File: src/rtl/ctune_pkg.sv
// Package: shared types for the clamp on-time tuner.
// Assumes nothing beyond standard SystemVerilog.
package ctune_pkg;

    // Decision taken by the step controller for one captured cycle.
    typedef enum logic [1:0] {
        ACT_NONE   = 2'd0,
        ACT_RAISE  = 2'd1,
        ACT_FINISH = 2'd2
    } ctune_act_e;

endpackage

File: src/rtl/ctune_edge.sv
// Module: ctune_edge
// Flags the clock in which the input is first seen high after being low.
// Assumes the input is already synchronous to clk.
module ctune_edge (
    input  logic clk,
    input  logic rst_n,
    input  logic sig_in,
    output logic rise
);

    logic sig_q;

    // Remember the previous sample of the input.
    always_ff @(posedge clk) begin
        if (!rst_n) sig_q <= 1'b0;
        else        sig_q <= sig_in;
    end

    // A rise is "high now, low last clock".
    always_comb rise = sig_in & ~sig_q;

endmodule

File: src/rtl/ctune_dur_counter.sv
// Module: ctune_dur_counter
// Gated, saturating duration counter with a capture register.
// Assumes cmd and det_n are synchronous to clk. The capture strobe is a
// one-clock pulse produced by ctune_edge.
module ctune_dur_counter #(
    parameter int CNT_W = 8
) (
    input  logic             clk,
    input  logic             rst_n,
    input  logic             cmd,
    input  logic             det_n,
    input  logic             capture,
    output logic [CNT_W-1:0] cnt,
    output logic [CNT_W-1:0] cap_count,
    output logic             cap_vld
);

    localparam logic [CNT_W-1:0] CNT_FULL = {CNT_W{1'b1}};

    // Clear while commanded on, then count conduction clocks and saturate.
    always_ff @(posedge clk) begin
        if (!rst_n || cmd)                     cnt <= '0;
        else if (!det_n && cnt != CNT_FULL)    cnt <= cnt + 1'b1;
    end

    // Latch the count at a cycle end and flag it for one clock.
    always_ff @(posedge clk) begin
        if (!rst_n) begin
            cap_count <= '0;
            cap_vld   <= 1'b0;
        end else begin
            cap_vld <= capture;
            if (capture) cap_count <= cnt;
        end
    end

endmodule

File: src/rtl/ctune_step_ctrl.sv
// Module: ctune_step_ctrl
// Closed-loop clamp-time stepper. It raises the clamp time while the
// captured conduction is long and stops once the conduction is short.
// Assumes cap_vld is high for exactly one clock per captured cycle.
module ctune_step_ctrl
    import ctune_pkg::*;
#(
    parameter int CNT_W   = 8,
    parameter int CLAMP_W = 10,
    parameter int THRESH  = 5,
    parameter int STEP    = 2
) (
    input  logic               clk,
    input  logic               rst_n,
    input  logic               tune_start,
    input  logic               clamp_mode,
    input  logic               cap_vld,
    input  logic [CNT_W-1:0]   cap_count,
    input  logic [CLAMP_W-1:0] clamp_init,
    input  logic [CLAMP_W-1:0] clamp_max,
    output logic [CLAMP_W-1:0] clamp_time,
    output logic               tune_done
);

    localparam logic [CNT_W-1:0] THRESH_V = CNT_W'(THRESH);
    localparam logic [CLAMP_W:0] STEP_V   = (CLAMP_W+1)'(STEP);

    logic               armed;
    ctune_act_e         act;
    logic [CLAMP_W:0]   sum;
    logic [CLAMP_W-1:0] raised;

    // Decide what this clock's capture asks for.
    always_comb begin
        act = ACT_NONE;
        if (cap_vld && armed && clamp_mode)
            act = (cap_count > THRESH_V) ? ACT_RAISE : ACT_FINISH;
    end

    // Add one step with a carry bit and clamp the result to the ceiling.
    always_comb begin
        sum    = {1'b0, clamp_time} + STEP_V;
        raised = (sum > {1'b0, clamp_max}) ? clamp_max : sum[CLAMP_W-1:0];
    end

    // Apply a start request or the decision for the latest capture.
    always_ff @(posedge clk) begin
        if (!rst_n) begin
            clamp_time <= '0;
            armed      <= 1'b0;
            tune_done  <= 1'b0;
        end else if (tune_start) begin
            clamp_time <= clamp_init;
            armed      <= 1'b1;
            tune_done  <= 1'b0;
        end else begin
            case (act)
                ACT_RAISE:  clamp_time <= raised;
                ACT_FINISH: begin
                    armed     <= 1'b0;
                    tune_done <= 1'b1;
                end
                default: ;
            endcase
        end
    end

endmodule

File: src/rtl/clamp_tuner.sv
// Module: clamp_tuner (top)
// Measures body-diode conduction after each rectifier command and tunes
// the clamp on-time until the conduction is within the threshold.
// Assumes all inputs are synchronous to clk and one clock is one tick.
module clamp_tuner #(
    parameter int CNT_W   = 8,
    parameter int CLAMP_W = 10,
    parameter int THRESH  = 5,
    parameter int STEP    = 2
) (
    input  logic               clk,
    input  logic               rst_n,
    input  logic               cmd_in,
    input  logic               det_n,
    input  logic               cyc_end,
    input  logic               clamp_mode,
    input  logic               tune_start,
    input  logic [CLAMP_W-1:0] clamp_init,
    input  logic [CLAMP_W-1:0] clamp_max,
    output logic [CLAMP_W-1:0] clamp_time,
    output logic [CNT_W-1:0]   cap_count,
    output logic               tune_done
);

    logic             end_rise;
    logic [CNT_W-1:0] dur_cnt;
    logic             cap_vld;

    // Cycle-end edge detection.
    ctune_edge u_edge (
        .clk    (clk),
        .rst_n  (rst_n),
        .sig_in (cyc_end),
        .rise   (end_rise)
    );

    // Conduction measurement.
    ctune_dur_counter #(.CNT_W(CNT_W)) u_cnt (
        .clk       (clk),
        .rst_n     (rst_n),
        .cmd       (cmd_in),
        .det_n     (det_n),
        .capture   (end_rise),
        .cnt       (dur_cnt),
        .cap_count (cap_count),
        .cap_vld   (cap_vld)
    );

    // Clamp-time loop.
    ctune_step_ctrl #(
        .CNT_W   (CNT_W),
        .CLAMP_W (CLAMP_W),
        .THRESH  (THRESH),
        .STEP    (STEP)
    ) u_step (
        .clk        (clk),
        .rst_n      (rst_n),
        .tune_start (tune_start),
        .clamp_mode (clamp_mode),
        .cap_vld    (cap_vld),
        .cap_count  (cap_count),
        .clamp_init (clamp_init),
        .clamp_max  (clamp_max),
        .clamp_time (clamp_time),
        .tune_done  (tune_done)
    );

endmodule

File: config.mk
export PLATFORM = sky130hd
export DESIGN_NAME = clamp_tuner
export DESIGN_NICKNAME = d
export VERILOG_FILES = /design/src/rtl/ctune_pkg.sv /design/src/rtl/ctune_edge.sv /design/src/rtl/ctune_dur_counter.sv /design/src/rtl/ctune_step_ctrl.sv /design/src/rtl/clamp_tuner.sv
export SDC_FILE = /design/constraint.sdc
export NUM_CORES = 1
export LEC_CHECK = 0
export BUFFER_PORTS_ARGS = -buffer_cell sky130_fd_sc_hd__buf_2
export CORE_ASPECT_RATIO = 2
export CORE_MARGIN = 2
export CORE_UTILIZATION = 40
export CTS_BUF_LIST = sky130_fd_sc_hd__clkbuf_8 sky130_fd_sc_hd__clkbuf_16
export DETAILED_ROUTE_END_ITERATION = 7
export PLACE_DENSITY = 0.67
export SYNTH_ARGS = -nofsm -noshare
export SYNTH_HDL_FRONTEND = slang
export SYNTH_HIERARCHICAL = 1
export SYNTH_SLANG_ARGS = --single-unit
export TNS_END_PERCENT = 5
File: constraint.sdc
create_clock -name clk -period 3.04 [get_ports clk]
set_clock_uncertainty 0.2 [all_clocks]
set_input_delay 0.608 -clock clk [delete_from_list [all_inputs] [get_ports clk]]
set_output_delay 0.608 -clock clk [all_outputs]
set_load 0.005 [all_outputs]
==> impl_results.md <==
- Htree depth: 2
- Layout cells sized above 1: 0.3094
- Clock latency on the worst-skew pair: 0.28 ns
- Synth top area share: 0.2876
- Number of synthesized register bits: 30
- Initial Utilization: 0.4101
- Max cap viols: 0
- Top Family by Delay on Critical Path: simple AND/OR/NAND/NOR gates
- CTS root buf: clkbuf_8
- Fin. max-slew vios: 0
- YS warnings: 6
- Post-synthesis compound-gate area fraction: 0.2001
- Period utilisation layout: 0.9583
- Routed WL: slightly below 6000 um
- Nature of the critical path endpoint: register
- Port Buffer Count: 45
- Initial antenna violation count: 0
- CTS Buf Count: 5
- Fin worst setup slack: 0.1268 ns
- Status: finished clean
- R2R depth: 11
- CP bufs+invs: 1
- Area Overhead vs Synth: 25.11%
- Worst Tran Pin Value: roughly 0.65 ns
- Grt ovf: 0
- DRT iter0 DRCs: 56
- Row count: 37
- DRT Pass-1 Iters: 4
- Worst r2r dst: u_step/clamp_time[8]
- Buffer levels on the longest clock path: 2
- HP Class: reg -> reg
- Largest family of logic cells by synthesized area: simple AND/OR/NAND/NOR gates
- Pin count of the biggest net entering global routing: 22
- Slowest CP cell: or3_1
- Top cells by count, synth: 30 x dfxtp_1, 18 x nand2_1, 16 x inv_1
- NumNets Final: approximately 350
- Mux cell area share after synthesis: 0.05333
- Critical Path Max Stage Delay: approximately 0.37 ns
- WL/cell: 16.25 um
- Final antenna-violating net count: 0
- Avg Cell Area, Syn: ~8.5 um^2
- Worst R2R Setup Slack: approximately 0.13 ns
- GRT Total Usage: 0.2185
- Worst-path clk slew: 0.07 ns
- Hold Fails Final Rpt: 0
- Die width: 55.09 um
- EDFF count, synth: 0
- Detailed placer's ending HPWL: approximately 4700 um
- Worst slack at placement: -0.02021 ns
- Most numerous cell in the Yosys netlist: dfxtp_1
- Via density: 5.921
- Syn nets: approximately 280
- TritonCTS clock tree: yes
- Req. time, crit path: a little over 3 ns
- Synth async-reset ratio: 0
- Worst-path maximum fanout: 6
- Synth Area in XOR/XNOR: 0.02936
- Final-report setup violation count: 0
- Critical Path Start Type: register
- Cell Chain, Critical Path: ha_1 -> nand2_1 -> or3_1 -> xnor2_2 -> ha_1 -> and3_1 -> nor3b_2 -> o21a_2 -> buf_4 -> or3_1 -> nand3_1
- Post-synthesis simple-gate area fraction: 0.2972
- CTS Sinks: 30
- Ant diodes: 0
- Pwr/cell area: 434.2 nW/um^2
- Max Clk Rate: approximately 340 MHz
- First-pass GRT wire length: between 9000 and 10000 um
- Residual DRC count: 0
- Synth unique cells: between 40 and 50
- Leakage: 1.166 nW
- Die area: a little under 6000 um^2
- Critical path class: reg -> reg
- RSZ-0062 raised after global routing: no
- Fillers: 510
- Adder-Cell Fraction of Synth Area: 0.07190
- DR vias: 2161
- Ports: between 40 and 50
- Most area-hungry cell type in the Yosys netlist: dfxtp_1
- Reg-to-Reg Start: u_step/clamp_time[1]
- Synth Flop Type: dfxtp_1
- GPL Wtd Cong: approximately 0.87
- Mapped Area: roughly 2100 um^2
- Hold endpoint: u_step/tune_done
- Post CTS Setup Buffer Count: 0
- Hold Path Origin: u_step/tune_done
- Vias in the first global route: between 2000 and 2500
- Design Area, Final: about 2600 um^2
- Top cells by area, synth: dfxtp_1 29%, ha_1 7.2%, mux2i_1 4.8%
- Sequential-to-total area share from yosys stat: 0.2876
- Worst EP arrival: roughly 3 ns
- Post-Syn Instances: 245
- Slew HR: 0.5631
- CORE AREA: about 5100 um^2
- VDD IR-drop max: 0.4804 mV
- Die Ht: around 110 um
- WHS Path Cells: 2
- Cell Area, Placed: 2466 um^2
- Min Tclk post-route: 2.913 ns
-- routing by layer --
layer	wire length [um]	vias up	part of all wire	track usage
met2	3307	78	0.56	0.4141
met1	2023	1023	0.34	0.1876
met4	334	0	0.056	0.1429
li1	-	1034	-	-
met5	0	-	0	0
met3	265	26	0.045	0.03371
-- cell usage in the layout, fill, tap and decap left out, types with 6 or more instances in the layout --
cell       count
inv_1         16
a21oi_1       12
dfxtp_1       28
nand3_1       12
o2111ai_1      6
nand2b_1       6
buf_2         45
nor3_1         7
buf_4         19
ha_1          12
a31oi_1        7
nor2_1         7
or3_1          7
nor2b_1       11
nand2_1       18
mux2i_1       10
-- where the power goes --
group | switching (W) | leakage [nW] | internal, W
registers | 0.0000149 | 0.246 | 0.000412
logic | 0.000167 | 0.862 | 0.000140
clock network | 0.000159 | 0.0579 | 0.000241
total | 0.000341 | 1.17 | 0.000793
-- flip-flops by register name, summed over array words and instances (netlist names) --
name	count
u_step/clamp_time	10
u_cnt/cap_count	8
u_cnt/cnt	8
u_cnt/cap_vld	1
u_edge/sig_q	1
u_step/armed	1
u_step/tune_done	1
-- cell families (layout without fill, tap and decap cells) --
logic type,count (synthesis),in the layout
muxes,11,11
AOI/OAI and AO/OA,55,55
xor gates and xnor gates,7,7
DFF,30,30
buffers and inverters,27,89
and+or+nand+nor,103,103
adders and majority gates,12,12
-- stage by stage --
stage | total power, W | std cells | hold WS, ns | util | setup TNS [ns]
after floorplan | 0.0006155 | 245 | 0.2396 | - | 0
after global placement | 0.0007291 | 357 | 0.2340 | 0.4843 | 0
after detailed placement | 0.0007320 | 357 | 0.2351 | 0.4843 | -0.02519
after CTS | 0.001136 | 365 | 0.2453 | 0.5066 | 0
after global routing | 0.001196 | 365 | 0.2667 | 0.5130 | 0
final | 0.001134 | 365 | 0.2442 | 0.5130 | 0
-- worst min-delay path, stage by stage, from the launching register on --
cell and delay, ns:
dfxtp_1 0.31, inv_1 0.04, a21oi_1 0.05
-- worst max path at each step --
stage / start / end / slack, ns / cells after the start
CTS: u_step/clamp_time[1] / u_step/clamp_time[2] / 0.01 / 10
finish: u_step/clamp_time[1] / u_step/clamp_time[8] / 0.13 / 11
global route: u_step/clamp_time[1] / u_step/clamp_time[0] / 0.03 / 11
detailed placement: u_step/clamp_time[1] / u_step/clamp_time[0] / -0.02 / 11
floorplan: u_step/clamp_time[2] / u_step/clamp_time[4] / 0.08 / 11
global placement: u_step/clamp_time[1] / u_step/clamp_time[0] / 0.06 / 11
-- repair_timing --
item,CTS,global route
setup endpoints to repair,5,9
gates resized for setup,1,8
pin swaps,0,2
hold buffers,0,0
hold endpoints to repair,0,0
gates cloned,0,0
-- cell type report --
| type | instances | area (um^2) | area share |
|---|---|---|---|
| clock inverter | 3 | 40.04 | 0.01533 |
| inverter | 17 | 63.81 | 0.02443 |
| clock buffer | 5 | 68.82 | 0.02634 |
| multi-input combinational | 188 | 1396 | 0.5345 |
| timing repair buffer | 64 | 367.9 | 0.1408 |
| tap | 58 | 72.57 | 0.02778 |
| sequential | 30 | 603.1 | 0.2308 |
Note: power is estimated with default switching activity, not from simulation.
